**config.mk**
```make
export PLATFORM = sky130hd
export DESIGN_NAME = pull_hs_requester
export DESIGN_NICKNAME = d
export VERILOG_FILES = /design/src/rtl/pull_hs_pkg.sv /design/src/rtl/pull_hs_fsm.sv /design/src/rtl/pull_hs_reg.sv /design/src/rtl/pull_hs_requester.sv
export SDC_FILE = /design/constraint.sdc
export NUM_CORES = 1
export LEC_CHECK = 0
export BUFFER_PORTS_ARGS = -buffer_cell sky130_fd_sc_hd__buf_2
export CAP_MARGIN = 20
export CORE_MARGIN = 10
export CORE_UTILIZATION = 47
export DETAILED_ROUTE_END_ITERATION = 6
export GPL_TIMING_DRIVEN = 0
export PLACE_DENSITY = 0.87
export SYNTH_ARGS = -nofsm -noshare
export SYNTH_HDL_FRONTEND = slang
export SYNTH_HIERARCHICAL = 1
export SYNTH_SLANG_ARGS = --single-unit
```
**constraint.sdc**
```tcl
create_clock -name clk -period 2.4 [get_ports clk]
set_input_delay 0.24 -clock clk [delete_from_list [all_inputs] [get_ports clk]]
set_output_delay 0.24 -clock clk [all_outputs]
set_load 0.01 [all_outputs]
```
**src/rtl/pull_hs_pkg.sv**
```systemverilog
package pull_hs_pkg;
  typedef enum logic [1:0] {
    ST_IDLE     = 2'd0,
    ST_REQ      = 2'd1,
    ST_WAIT_LOW = 2'd2,
    ST_COOL     = 2'd3
  } hs_state_e;
endpackage

```
**src/rtl/pull_hs_fsm.sv**
```systemverilog
module pull_hs_fsm
  import pull_hs_pkg::*;
(
  input  logic clk,
  input  logic rst_n,
  input  logic four_phase_i,
  input  logic cmd_valid_i,
  input  logic ack_i,
  output logic cmd_ready_o,
  output logic busy_o,
  output logic req_o,
  output logic accept_o,
  output logic complete_o
);
  hs_state_e state_q, state_d;
  logic      ack_q;

  // Previous acknowledge level; reset high so no request starts until a low is seen.
  always_ff @(posedge clk or negedge rst_n) begin
    if (!rst_n) ack_q <= 1'b1;
    else        ack_q <= ack_i;
  end

  assign cmd_ready_o = (state_q == ST_IDLE) && !ack_i && !ack_q;
  assign accept_o    = cmd_valid_i && cmd_ready_o;
  assign complete_o  = (state_q == ST_REQ) && ack_i;
  assign req_o       = (state_q == ST_REQ);
  assign busy_o      = (state_q != ST_IDLE);

  always_comb begin
    state_d = state_q;
    unique case (state_q)
      ST_IDLE:     if (accept_o) state_d = ST_REQ;
      ST_REQ:      if (ack_i) state_d = four_phase_i ? ST_WAIT_LOW : ST_COOL;
      ST_WAIT_LOW: if (!ack_i) state_d = ST_COOL;
      ST_COOL:     state_d = ST_IDLE;
      default:     state_d = ST_IDLE;
    endcase
  end

  always_ff @(posedge clk or negedge rst_n) begin
    if (!rst_n) state_q <= ST_IDLE;
    else        state_q <= state_d;
  end

  assert_req_hold_R2: assert property (@(posedge clk) disable iff (!rst_n)
    (req_o && !ack_i) |=> req_o);
  assert_req_drop_R2: assert property (@(posedge clk) disable iff (!rst_n)
    (req_o && ack_i) |=> !req_o);
  assert_ready_ack_low_R3: assert property (@(posedge clk) disable iff (!rst_n)
    cmd_ready_o |-> (!ack_i && !$past(ack_i)));
  assert_busy_blocks_R3: assert property (@(posedge clk) disable iff (!rst_n)
    busy_o |-> !cmd_ready_o);
  assert_two_phase_cool_R6: assert property (@(posedge clk) disable iff (!rst_n)
    (!four_phase_i && req_o && ack_i) |=> (!cmd_ready_o && busy_o));
  assert_four_phase_wait_R7: assert property (@(posedge clk) disable iff (!rst_n)
    (four_phase_i && !req_o && busy_o && ack_i) |=> (!req_o && busy_o));
endmodule

```
**src/rtl/pull_hs_reg.sv**
```systemverilog
module pull_hs_reg #(
  parameter int W = 8
) (
  input  logic         clk,
  input  logic         rst_n,
  input  logic         load_i,
  input  logic [W-1:0] d_i,
  output logic [W-1:0] q_o
);
  always_ff @(posedge clk or negedge rst_n) begin
    if (!rst_n)      q_o <= '0;
    else if (load_i) q_o <= d_i;
  end
endmodule

```
**src/rtl/pull_hs_requester.sv**
```systemverilog
module pull_hs_requester #(
  parameter int HW = 16,
  parameter int DW = 24
) (
  input  logic          clk,
  input  logic          rst_n,
  input  logic          four_phase_i,
  input  logic          bidir_en_i,
  input  logic          cmd_valid_i,
  output logic          cmd_ready_o,
  input  logic [HW-1:0] cmd_data_i,
  output logic          busy_o,
  output logic          done_o,
  output logic [DW-1:0] rsp_data_o,
  output logic          req_o,
  input  logic          ack_i,
  output logic [HW-1:0] h_data_o,
  input  logic [DW-1:0] d_data_i
);
  logic          accept;
  logic          complete;
  logic [HW-1:0] out_word;

  pull_hs_fsm u_fsm (
    .clk         (clk),
    .rst_n       (rst_n),
    .four_phase_i(four_phase_i),
    .cmd_valid_i (cmd_valid_i),
    .ack_i       (ack_i),
    .cmd_ready_o (cmd_ready_o),
    .busy_o      (busy_o),
    .req_o       (req_o),
    .accept_o    (accept),
    .complete_o  (complete)
  );

  assign out_word = bidir_en_i ? cmd_data_i : '0;

  pull_hs_reg #(.W(HW)) u_out_reg (
    .clk   (clk),
    .rst_n (rst_n),
    .load_i(accept),
    .d_i   (out_word),
    .q_o   (h_data_o)
  );

  pull_hs_reg #(.W(DW)) u_rsp_reg (
    .clk   (clk),
    .rst_n (rst_n),
    .load_i(complete),
    .d_i   (d_data_i),
    .q_o   (rsp_data_o)
  );

  always_ff @(posedge clk or negedge rst_n) begin
    if (!rst_n) done_o <= 1'b0;
    else        done_o <= complete;
  end

  assert_req_known_R1: assert property (@(posedge clk) disable iff (!rst_n)
    !$isunknown(req_o));
  assert_hdata_stable_R5: assert property (@(posedge clk) disable iff (!rst_n)
    (req_o && !ack_i) |=> $stable(h_data_o));
  assert_done_pulse_R4: assert property (@(posedge clk) disable iff (!rst_n)
    done_o |=> !done_o);
  assert_rsp_hold_R8: assert property (@(posedge clk) disable iff (!rst_n)
    !done_o |-> $stable(rsp_data_o));
endmodule

```
==> flow_metrics.py <==
metrics = {
    "sta": {
        "tns_ps": 0,
        "rsz0062_at_grt": "no",
        "fin_crit_sh": 0.8063,
        "finalMaxSlewViolations": 0,
        "setup-violations-final": 0,
        "worst_pin_slew_ps": 243.6,
        "fmax_ghz": 0.5168,
        "final_hold_viol_count": 0,
        "finClkSkew_ps": 5.672,
        "max_slew_margin": 0.8364,
        "final.min_clock_period_ps": 1935,
    },
    "logic_synthesis": {
        "synth_fa_ha_area_frac": 0.02451,
        "synth.avg_cell_area_sq_um": 16.21,
        "synthTopCellsByCount": "dfrtp_1, mux2_4, and2_2",
        "synth_top_family_by_area": "multiplexers",
        "synth_nets": 176,
        "synthXorXnorAreaFrac": 0,
        "synth.distinct_cells": 19,
        "synthCells": 126,
        "muxShareOfSynthArea": 0.2868,
        "synth_edf_count": 0,
        "synthSimpleGateAreaFrac": 0.07904,
        "yosysSeqAreaShare": 0.5398,
        "ys_warn_count": 6,
        "yosysTopAreaCellShare": 0.5270,
        "yosysTopAreaCell": "dfrtp_1",
        "ys_ff_latch": 44,
        "synth_top_cells_by_area": "dfrtp_1, mux2_4, mux2_2, and2_2, buf_12",
        "syn_area_sq_um": 2042,
        "synth_most_common_cell": "dfrtp_1",
        "async_flop_share": 1.000,
        "synth-compound-area-share": 0.01838,
        "ys.flop_type": "dfrtp_1",
    },
    "cts": {
        "numCtsBuffers": 5,
        "clock_sink_count": 44,
        "htreeDepth": 2,
        "root_buffer": "clkbuf_8",
        "cts_buffer_depth": 2,
        "cts.clk_slew.worst_paths_ps": 80,
        "cts_tree": "built",
        "postCtsSetupBuffers": 0,
        "cts_resized": 0,
        "clkLatencyLatePin_ps": 290,
        "ctsHoldBuffers": 0,
    },
    "route": {
        "initialDrtViolationCount": 44,
        "wl_met1_um": 1892,
        "drc": 0,
        "drt_wl_total_um": 4791,
        "wire_per_inst_um": 17.49,
        "wl_met3_um": 330,
        "viasPerCell": 4.872,
        "first_pass_iters": 4,
        "routed.top_layer": "met4",
        "wl_met2_um": 2531,
        "ant_nets": 0,
        "vias": 1335,
    },
    "setup_path": {
        "cpMaxStageDelayCell": "dfrtp_1",
        "crit_top_cell": "inv_1",
        "r2r_slack_ps": 460,
        "r2r_cells": 8,
        "path_cells": "inv_1, ha_1, inv_1, nor3_1, and2_1, buf_6, buf_12, mux2_4",
        "crit_fanout": 10,
        "crit_type": "register to register",
        "slowest_delay_ps": 420,
        "cp-end-kind": "register",
        "cp-start-kind": "register",
        "critPathArrivalTime_ps": 2110,
        "required_ps": 2570,
    },
    "pwr": {
        "vdd_drop_max_uv": 514.6,
        "p_switching_uw": 1048,
        "internal-power_uw": 2329,
        "p_comb_frac": 0.435,
        "clkPwrFrac": 0.193,
        "switching_share": 0.3104,
        "power_density_nw_per_um2": 1246,
        "seqPwrFrac": 0.372,
        "leakagePower_uw": 0.001414,
    },
    "global_route": {
        "globalRouteTotalUtil": 0.1315,
        "antenna_found_initial": 0,
        "grt_max_degree": 45,
        "grt_pass1_vias": 1482,
        "grt_remaining_overflow": 0,
        "grt_pass1_wl_um": 7790,
    },
    "die": {
        "die_h_um": 85.92,
        "die_x_um": 85.92,
        "rows": 23,
        "core_area_sq_um": 4115,
        "start_util": 0.4962,
        "dieArea_sq_um": 7381,
        "ioPinCount": 90,
    },
    "final_layout": {
        "nNetsFinal": 274,
        "area_growth_pct": 32.66,
        "layout-drive-gt1-share": 0.7098,
        "antennaDiodeCount": 0,
        "utilization": 0.6583,
    },
    "run": {
        "max_cap_violations": 0,
    },
    "min_path": {
        "hold_class": "input pin to register",
        "hold_depth": 1,
    },
    "place": {
        "port_buffers": 89,
        "globalplace.congestion": 0.7799,
        "hpwl_um": 3647,
    },
    "run_status": {
        "status": "finished clean",
    },
}
## registers in the layout, indices dropped and copies added (netlist names)
signal	flops
done_o	1
u_fsm/ack_q	1
u_rsp_reg/q_o	24
u_out_reg/q_o	16
u_fsm/state_q	2
## power by group through the flow
stage | combinational (uW) | sequential, uW | clock (uW)
CTS | 1490 | 1260 | 671
global placement | 1460 | 1240 | 0
finish | 1470 | 1250 | 653
global route | 1590 | 1300 | 702
floorplan | 793 | 1410 | 0
detailed placement | 1480 | 1270 | 0
## metal layers
metal  track usage  vias to the layer above
li1              -                      629
met1        0.1515                      656
met2        0.2252                       48
met3       0.03974                        2
met4       0.04491                        0
met5             0                        -
## kinds of logic after synthesis
group,count (synthesis)
buffers and inverters,9
flip-flops,44
multiplexers,42
AO/OA/AOI/OAI,4
AND/OR/NAND/NOR,23
adder cells (fa/ha/maj),4
## metrics by stage
step	area (sq um)	hold slack (ps)	cells	total power (uW)	worst slack, ps
6_report	2709	83.25	274	3376	464.9
5_1_grt	2709	68.93	274	3595	299.8
4_1_cts	2679	70.66	272	3422	442.2
3_5_place_dp	2550	389.5	265	2748	473.9
3_3_place_gp	2550	388.3	265	2697	506.7
2_1_floorplan	2042	-55.59	126	2205	390.5
## critical path: cells and delay by family (launching register included)
kind | cells | cell delay (ps)
fa+ha+maj | 1 | 220
buf+inv | 4 | 500
flops | 1 | 420
mux | 1 | 300
simple gates | 2 | 380
## final cells by class
type	count	area, sq um
buffer	6	93.84
clock buffer	5	68.82
clock inverter	2	60.06
fill	324	1406
inverter	3	11.26
multi-input combinational	73	834.6
sequential	44	1102
tap	50	62.56
timing repair buffer	91	475.5
## path summary, 6_finish.rpt
check	startpoint	end
max	u_fsm/state_q[0]	u_out_reg/q_o[12]
min	ack_i	u_fsm/ack_q
max reg2reg	u_fsm/state_q[0]	u_out_reg/q_o[12]
min reg2reg	u_rsp_reg/q_o[6]	u_rsp_reg/q_o[6]
max in group asynchronous	rst_n	u_fsm/ack_q
min in group asynchronous	rst_n	u_out_reg/q_o[7]
## cell usage in the layout, fill, tap and decap left out, types with 2 or more instances in the layout
cell and n:
ha_1 4, clkbuf_8 5, mux2_1 2, mux2_2 10, and2_1 6, buf_12 4
inv_1 3, bufinv_16 2, mux2_4 30, nor3_1 2, buf_6 3, buf_2 89
and2_2 12, dfrtp_1 43
Note: power is estimated with default switching activity, not from simulation.
